==> src/rtl/spi_eng_pkg.sv <==
package spi_eng_pkg;
    typedef enum logic [2:0] {
        ST_IDLE  = 3'd0,
        ST_FETCH = 3'd1,
        ST_LEAD  = 3'd2,
        ST_TRAIL = 3'd3,
        ST_DONE  = 3'd4
    } eng_state_t;
endpackage

==> src/rtl/spi_clk_div.sv <==
// Two-stage divider: linear prescaler then power-of-two postscaler.
// tick pulses once every (prediv+1) * 2^postdiv cycles after clear drops.
module spi_clk_div #(
    parameter int PRE_W  = 4,
    parameter int POST_W = 4
) (
    input  logic              clk,
    input  logic              rst_n,
    input  logic              clear,
    input  logic [PRE_W-1:0]  prediv,
    input  logic [POST_W-1:0] postdiv,
    output logic              tick
);
    localparam int POST_CNT_W = (1 << POST_W) - 1;

    logic [PRE_W-1:0]      pre_cnt;
    logic [POST_CNT_W-1:0] post_cnt;
    logic [POST_CNT_W-1:0] post_lim;
    logic                  pre_wrap;

    always_comb begin
        post_lim = {POST_CNT_W{1'b1}} >> (POST_CNT_W - int'(postdiv));
        pre_wrap = (pre_cnt == prediv);
        tick     = pre_wrap && (post_cnt == post_lim);
    end

    always_ff @(posedge clk or negedge rst_n) begin
        if (!rst_n) begin
            pre_cnt  <= '0;
            post_cnt <= '0;
        end else if (clear) begin
            pre_cnt  <= '0;
            post_cnt <= '0;
        end else begin
            pre_cnt <= pre_wrap ? '0 : pre_cnt + 1'b1;
            if (pre_wrap)
                post_cnt <= (post_cnt == post_lim) ? '0 : post_cnt + 1'b1;
        end
    end
endmodule

==> src/rtl/spi_shift_dp.sv <==
// Transmit and receive shift registers. The transmit word is left-aligned
// on load so the top bit of the burst drives MOSI first.
module spi_shift_dp #(
    parameter int W     = 32,
    parameter int CNT_W = 13
) (
    input  logic             clk,
    input  logic             rst_n,
    input  logic             clear,
    input  logic             load,
    input  logic             shift_en,
    input  logic             sample_en,
    input  logic             miso,
    input  logic [W-1:0]     tx_word,
    input  logic [CNT_W-1:0] nbits,
    output logic             mosi,
    output logic [W-1:0]     rx_word
);
    logic [W-1:0] tx_sh;
    logic [W-1:0] rx_sh;
    int           shamt;

    always_comb begin
        shamt = (int'(nbits) >= W) ? 0 : W - int'(nbits);
    end

    always_ff @(posedge clk or negedge rst_n) begin
        if (!rst_n) begin
            tx_sh <= '0;
            rx_sh <= '0;
        end else if (clear) begin
            tx_sh <= '0;
            rx_sh <= '0;
        end else begin
            if (load)
                tx_sh <= tx_word << shamt;
            else if (shift_en)
                tx_sh <= {tx_sh[W-2:0], 1'b0};
            if (load)
                rx_sh <= '0;
            else if (sample_en)
                rx_sh <= {rx_sh[W-2:0], miso};
        end
    end

    assign mosi    = tx_sh[W-1];
    assign rx_word = rx_sh;
endmodule

==> src/rtl/spi_shift_master.sv <==
module spi_shift_master
    import spi_eng_pkg::*;
#(
    parameter int DATA_W = 32,
    parameter int LEN_W  = 12,
    parameter int PRE_W  = 4,
    parameter int POST_W = 4
) (
    input  logic              clk,
    input  logic              rst_n,
    input  logic              en,
    input  logic              xch,
    input  logic              auto_start,
    input  logic [LEN_W-1:0]  burst_len,
    input  logic [PRE_W-1:0]  prediv,
    input  logic [POST_W-1:0] postdiv,
    input  logic              cpha,
    input  logic              cpol,
    input  logic              idle_hi,
    input  logic              ss_active_hi,
    input  logic              tx_empty,
    input  logic [DATA_W-1:0] tx_data,
    output logic              tx_pop,
    input  logic              rx_full,
    output logic              rx_push,
    output logic [DATA_W-1:0] rx_data,
    output logic              rx_overflow,
    input  logic              miso,
    output logic              sclk,
    output logic              mosi,
    output logic              ss,
    output logic              xfer_done
);
    localparam int CNT_W = LEN_W + 1;

    eng_state_t       state, nxt;
    logic [LEN_W-1:0] bit_cnt;
    logic             keep;
    logic             tick;
    logic             go;
    logic             last_bit;
    logic             in_bit;
    logic             lead_edge, trail_edge;
    logic             sample_en, shift_en, load;
    logic             ss_on;
    logic [CNT_W-1:0] nbits;

    assign nbits    = {1'b0, burst_len} + 1'b1;
    assign go       = (xch | auto_start) & ~tx_empty;
    assign last_bit = (bit_cnt == burst_len);
    assign in_bit   = (state == ST_LEAD) || (state == ST_TRAIL);

    // State register; a low enable holds the engine in reset.
    always_ff @(posedge clk or negedge rst_n) begin
        if (!rst_n)
            state <= ST_IDLE;
        else if (!en)
            state <= ST_IDLE;
        else
            state <= nxt;
    end

    always_comb begin
        nxt = state;
        unique case (state)
            ST_IDLE:  if (go) nxt = ST_FETCH;
            ST_FETCH: nxt = ST_LEAD;
            ST_LEAD:  if (tick) nxt = ST_TRAIL;
            ST_TRAIL: if (tick) nxt = last_bit ? ST_DONE : ST_LEAD;
            ST_DONE:  nxt = ((keep | auto_start) && !tx_empty) ? ST_FETCH : ST_IDLE;
            default:  nxt = ST_IDLE;
        endcase
    end

    // Bit counter and run latch for exchange-pulse mode.
    always_ff @(posedge clk or negedge rst_n) begin
        if (!rst_n) begin
            bit_cnt <= '0;
            keep    <= 1'b0;
        end else if (!en) begin
            bit_cnt <= '0;
            keep    <= 1'b0;
        end else begin
            if (state == ST_FETCH)
                bit_cnt <= '0;
            else if (state == ST_TRAIL && tick)
                bit_cnt <= bit_cnt + 1'b1;
            keep <= (state == ST_IDLE) ? (xch & ~tx_empty) : (keep | xch);
        end
    end

    // Outputs decoded from the state.
    always_comb begin
        sclk        = idle_hi;
        ss_on       = 1'b1;
        tx_pop      = 1'b0;
        load        = 1'b0;
        rx_push     = 1'b0;
        rx_overflow = 1'b0;
        lead_edge   = 1'b0;
        trail_edge  = 1'b0;
        unique case (state)
            ST_IDLE:  ss_on = 1'b0;
            ST_FETCH: begin
                tx_pop = 1'b1;
                load   = 1'b1;
            end
            ST_LEAD: begin
                sclk      = cpol;
                lead_edge = tick;
            end
            ST_TRAIL: begin
                sclk       = ~cpol;
                trail_edge = tick;
            end
            ST_DONE: begin
                rx_push     = ~rx_full;
                rx_overflow = rx_full;
            end
            default: ss_on = 1'b0;
        endcase
        sample_en = cpha ? trail_edge : lead_edge;
        shift_en  = cpha ? (lead_edge && bit_cnt != '0) : trail_edge;
        ss        = ss_on ? ss_active_hi : ~ss_active_hi;
        xfer_done = en && (state == ST_IDLE) && tx_empty;
    end

    spi_clk_div #(
        .PRE_W  (PRE_W),
        .POST_W (POST_W)
    ) u_div (
        .clk     (clk),
        .rst_n   (rst_n),
        .clear   (!en || !in_bit),
        .prediv  (prediv),
        .postdiv (postdiv),
        .tick    (tick)
    );

    spi_shift_dp #(
        .W     (DATA_W),
        .CNT_W (CNT_W)
    ) u_dp (
        .clk       (clk),
        .rst_n     (rst_n),
        .clear     (!en),
        .load      (load),
        .shift_en  (shift_en),
        .sample_en (sample_en),
        .miso      (miso),
        .tx_word   (tx_data),
        .nbits     (nbits),
        .mosi      (mosi),
        .rx_word   (rx_data)
    );
endmodule

==> config.mk <==
export PLATFORM = sky130hd
export DESIGN_NAME = spi_shift_master
export DESIGN_NICKNAME = d
export VERILOG_FILES = /design/src/rtl/spi_eng_pkg.sv /design/src/rtl/spi_clk_div.sv /design/src/rtl/spi_shift_dp.sv /design/src/rtl/spi_shift_master.sv
export SDC_FILE = /design/constraint.sdc
export NUM_CORES = 1
export LEC_CHECK = 0
export ABC_CLOCK_PERIOD_IN_PS = 4300
export BUFFER_PORTS_ARGS = -buffer_cell sky130_fd_sc_hd__buf_4
export CORE_ASPECT_RATIO = 1.5
export CORE_MARGIN = 8
export CORE_UTILIZATION = 64
export CTS_CLUSTER_DIAMETER = 200
export CTS_CLUSTER_SIZE = 30
export DETAILED_ROUTE_END_ITERATION = 12
export PLACE_DENSITY = 0.95
export SLEW_MARGIN = 20
export SYNTH_ARGS = -nofsm -noshare
export SYNTH_HDL_FRONTEND = slang
export SYNTH_SLANG_ARGS = --single-unit
==> constraint.sdc <==
create_clock -name clk -period 4.3 [get_ports clk]
set_input_delay 0.86 -clock clk [delete_from_list [all_inputs] [get_ports clk]]
set_output_delay 0.86 -clock clk [all_outputs]
set_load 0.01 [all_outputs]
Word level (Yosys, flattened, before mapping):

Index checks and enable logic that the tools add are counted.

* $add $sub $neg: 6
* multipliers: 0
* div/mod/pow operators: 0
* magnitude comparators: 1
* equality and inequality tests: 13
* shift-type cells: 2
* mux-type cells: 34
* bitwise gates (word level): 9
* reduce and logical (&&, ||, !) cells: 16

Operator list (number)
* $mux W32: 7
* $mux W15: 3
* $mux W12: 3
* $shl A32 B32 Y32: 1
* $shr A15 B32 Y15 const A: 1
* $add A15 B1 Y15 const B: 1
* $eq A15 B15 Y1: 1
* $mux W3: 5
* $pmux W3 S5: 1
* $sub A6 B13 Y14 const A: 1
* $add A12 B1 Y13 const B: 1
* $ge A13 B6 Y1 const B: 1
* $add A12 B1 Y12 const B: 1
* $eq A12 B12 Y1: 1
* $mux W1: 12
* $reduce_bool A12 Y1: 1
* $ne A3 B1 Y1 const B: 3
* $ne A3 B3 Y1 const B: 3
* $mux W4: 2
* $eq A3 B2 Y1 const B: 2
* $logic_and A1 B1 Y1: 6
* $sub A4 B4 Y5 const A: 1
* $add A4 B1 Y4 const B: 1
* $eq A4 B4 Y1: 1
* other kinds (12): 21

* register bits after elaboration: 99
* latch bits: 0
* bits in writable memories: 0
* ROM bits: 0
* input port bits: 64
* output and inout bits: 39
* logic and storage cells: 88
* memories kept: 0

Depth between registers and ports, before layout:

* depth in word-level cells: 10
* gate-level depth with buffers: 14
* depth with buffers taken out: 11

Modules after synthesis:

A second synthesis with hierarchy kept.

* cells, all modules: 937
* area, all modules: 8001.4 um2

Modules (own cells, without submodules)
* spi_shift_dp: instances 1, cells each 610, area each 5215.0 um2, seq. area each 1601.5 um2
* spi_clk_div: instances 1, cells each 159, area each 1393.8 um2, seq. area each 475.5 um2
* spi_shift_master: instances 1, cells each 168, area each 1392.6 um2, seq. area each 400.4 um2

Least setup slack after synthesis:

Ideal clock, no wire load.

* kind: input port to flip-flop
* start point: input port burst_len[2]
* end point: register u_dp.tx_sh[28]
* library setup time: 135 ps
* data arrival time: 3244 ps
* data required time: 4165 ps
* setup slack: 921 ps
* stages: 12
* path buffers: 3
* cells stage by stage: buf_2 nand3_1 nor3_2 mux2_1 or3_1 buf_2 buf_6 a211oi_1 o22ai_1 a2111o_1 nand3_1 o211ai_1

* word-level cells in the longest chain between the ends: 6
* elaborated cells between the ends (all ways): 7
* classes of those cells: add/sub (2); order compare (1); shift (1); mux (3)

Ends and longest elaborated chain
* from (decl): RTL line spi_shift_master.sv:14 `input logic [LEN_W-1:0] burst_len,`
* $add A12 B1 Y13 (*): RTL line spi_shift_master.sv:48 `assign nbits = {1'b0, burst_len} + 1'b1;`
* $sub A6 B13 Y14 or $ge A13 B6 Y1 (tied branches): RTL line spi_shift_dp.sv:24 `shamt = (int'(nbits) >= W) ? 0 : W - int'(nbits);`
* $mux W32 (*): RTL line spi_shift_dp.sv:24
* $shl A32 B32 Y32 (*): RTL line spi_shift_dp.sv:36 `tx_sh <= tx_word << shamt;`
* $mux W32 (*): RTL line spi_shift_dp.sv:35 `if (load)`
* $mux W32 (*): RTL line spi_shift_dp.sv:31 `end else if (clear) begin`
* to (signal assigned): RTL line spi_shift_dp.sv:36
* to (signal assigned): RTL line spi_shift_dp.sv:38 `tx_sh <= {tx_sh[W-2:0], 1'b0};`
* to (decl): RTL line spi_shift_dp.sv:19 `logic [W-1:0] tx_sh;`

Mark *: on every way between the ends. The rest lies on a longest branch, timed or not.
A chain may end at the register's enable or synchronous reset.

Final worst setup path:

* start point: input port burst_len[0]
* end point: register u_dp.tx_sh[31]

The elaborated chain is that of the path after synthesis.

==> metrics.cfg <==
[logic_synthesis]
synth.top_cells.by_area = dfrtp_1 (32%), a22oi_1 (4.9%), mux2i_1 (4.2%)
syn_area_per_cell_sq_um = 8.16
netlist_area_sq_um = 7780
synth_cells = 953
synth_seq_cells = 99
synth_top_cell_area_share_pct = 31.8
async_flop_share_pct = 100
seq_area_frac_synth_pct = 31.8
yosysWarnings = 0
synth_flop_cell = dfrtp_1
synth-edff-count = 0
syn_nets = 1022
yosysTopAreaCell = dfrtp_1
yosysUniqueCellTypes = 84

[sta]
maxSlewHeadroom_pct = 35.3
fin_crit_ns = 3.72
slew_viol_final = 0
tns_ns = 0
timing.final.crit_share_pct = 86.6
fin_skew_ns = 0.00649
setup_slack_ns = 0.578
setup_viol = 0
rsz0062_at_grt = false
fmax_ghz = 0.269
worst_pin_slew_ns = 0.970
finalHoldViolCount = 0

[route]
wire_per_inst_um = 20.4
vias = 8153
drtPass1Iterations = 6
vias_per_cell = 6.94
drt-initial-drc-count = 854
drcViolationCount = 0
drt_wl_total_mm = 23.9
antenna_left = 0

[cts]
clkSinkCount = 99
hold_buffers = 0
clk_path_buf_depth = 2
cts.htree.levels = 3
root_buffer = clkbuf_16
cts_buffers = 9
clk_latency_ns = 0.35
post-cts-setup-buffers = 0
cts_tree = built
clkTransAtPathRegs_ns = 0.07
postCtsResizedCells = 0

[die]
dieArea_sq_um = 16000
die_y_um = 151
core_area_sq_um = 12000
ios = 103
die_w_um = 106
num_rows = 49
start_util_pct = 65.1

[critical_path]
worstPathMaxFanout = 10
reg2reg_depth = 9
reg2reg_to = u_dp.tx_sh[26]
start_kind = input port
cp_slowest_cell = and2_0
path_class = in2reg
rrSetupSlack_ns = 1.28
arrival_ns = 3.99
reg2reg_from = u_div.pre_cnt[2]
worstSetupEndpointType = register
path_cells = buf_4, ha_1, nand4_2, o21a_1, nor3_1, buf_4, nor3_4, a21oi_2, and2_0, o211ai_1, o32a_1, o21ai_0
worstPathRequired_ns = 4.56
crit_top_cell = buf_4
cpPeakStageDelay_ns = 0.54

[placement]
place_congestion = 1.14
portBuffers = 102
placed_area_sq_um = 8590
hpwl_mm = 17.2
dpl_worst_slack_ns = 0.332

[grt]
grt-ovfl-total = 0
grt_pass1_wl_mm = 39.6
grt_start_max_net_pins = 77
grt_antenna_before_repair = 0
grt_pass1_vias = 7896
gr-usage-all-layers_pct = 30.3

[power]
ir_drop_mv = 0.158
powerDensity_nw_per_um2 = 263
p_leak_nw = 3.71

[finish]
final_cell_area_sq_um = 8900
layout_commonest_cell = buf_4
layout_common_cells = buf_4 (129), dfrtp_1 (99), nor2_1 (86)
nNetsFinal = 1085
drive_gt1_share_pct = 16.8
diodes = 0
area_delta_synth_final_pct = 14.4

[worst_hold_path]
min_path_type = reg2reg
min_path_cells = 2
holdPathEnd = u_dp.tx_sh[0]
min_from = u_dp.tx_sh[0]

[run]
maxCapViolations = 0

[outcome]
status = finished, final reports clean

## per-stage QoR
step	cells	hold WS [ns]	utilization [%]	power, mW
floorplan	953	0.439	-	1.31
global placement	1158	0.450	71.9	1.49
detailed placement	1158	0.465	71.9	1.50
CTS	1174	0.479	74.5	2.33
global route	1174	0.516	74.5	2.43
finish	1174	0.479	74.5	2.34
## cells by family (layout without fill, tap and decap cells)
logic type	Yosys count	after routing	synth area share, %
adders and majority gates	5	5	0.804
DFF	99	99	31.8
buffers and inverters	96	164	5.55
AOI/OAI and AO/OA	290	290	26.4
muxes	36	36	4.68
and+or+nand+nor	382	382	25.7
xor gates and xnor gates	45	45	5.07
## power breakdown
| group | total [mW] | internal, mW | switching (mW) |
|---|---|---|---|
| Sequential | 0.980 | 0.951 | 0.0285 |
| Clock | 0.837 | 0.485 | 0.352 |
| Combinational | 0.523 | 0.199 | 0.324 |
| Total | 2.34 | 1.64 | 0.705 |
## worst max-delay path by stage
stage	from	to	slack, ns	cells past startpoint
floorplan	burst_len[2]	u_dp.tx_sh[28]	0.92	12
global placement	burst_len[0]	u_dp.tx_sh[31]	0.39	12
detailed placement	burst_len[0]	u_dp.tx_sh[31]	0.33	12
CTS	burst_len[0]	u_dp.tx_sh[31]	0.69	12
global route	burst_len[0]	u_dp.tx_sh[31]	0.27	12
finish	burst_len[0]	u_dp.tx_sh[31]	0.58	12
## area by class of cell
class                      instances  area [sq um]
clock buffer                      13           260
clock inverter                     3          46.3
fill                             884          3050
inverter                          19          71.3
multi-input combinational        758          4890
sequential                        99          2480
tap                              153           191
timing repair buffer             129           968
## registers in the layout (all words and copies together), names as in the netlist
| register | flops |
|---|---|
| state | 3 |
| u_div.pre_cnt | 4 |
| u_div.post_cnt | 15 |
| bit_cnt | 12 |
| u_dp.tx_sh | 32 |
| u_dp.rx_word | 32 |
| keep | 1 |
## cells in the mapped netlist, types with 4 or more instances
cell type and n:
a211oi_1 9, buf_2 18, or2_2 8, a21o_1 4
and3_1 19, nand4_1 12, nand2_1 85, or3_1 13
o22ai_1 19, o211ai_1 11, nor3_1 21, xnor2_1 26
a22o_1 7, nor2_1 86, o21a_1 10, a31oi_1 13
nor2b_1 41, clkbuf_1 45, buf_1 5, or4_1 4
a2bb2oi_1 4, o221ai_1 4, buf_4 5, a221o_1 4
a21oi_1 36, buf_6 4, dfrtp_1 99, a22oi_1 51
mux2i_1 33, a32oi_1 4, and2_1 15, inv_1 18
nand3_1 30, xor2_1 19, nor4_1 11, nand2b_1 15
o31ai_1 7, ha_1 5, o21ai_0 56, o32ai_1 6
## metal layers
layer | wire length [um] | GRT usage [%] | vias up
met5 | 0 | 0 | -
met1 | 8830 | 36.0 | 3796
met2 | 11700 | 50.3 | 590
met3 | 2310 | 6.26 | 120
li1 | - | - | 3647
met4 | 1090 | 16.1 | 0
## critical path, delay by kind of cell
kind	cells	cell delay (ns)
adder cells (fa/ha/maj)	1	0.27
AO/OA/AOI/OAI	5	1.33
buffers and inverters	2	0.39
AND/OR/NAND/NOR	4	1.14
No activity file was read; power rests on OpenSTA's default activity.
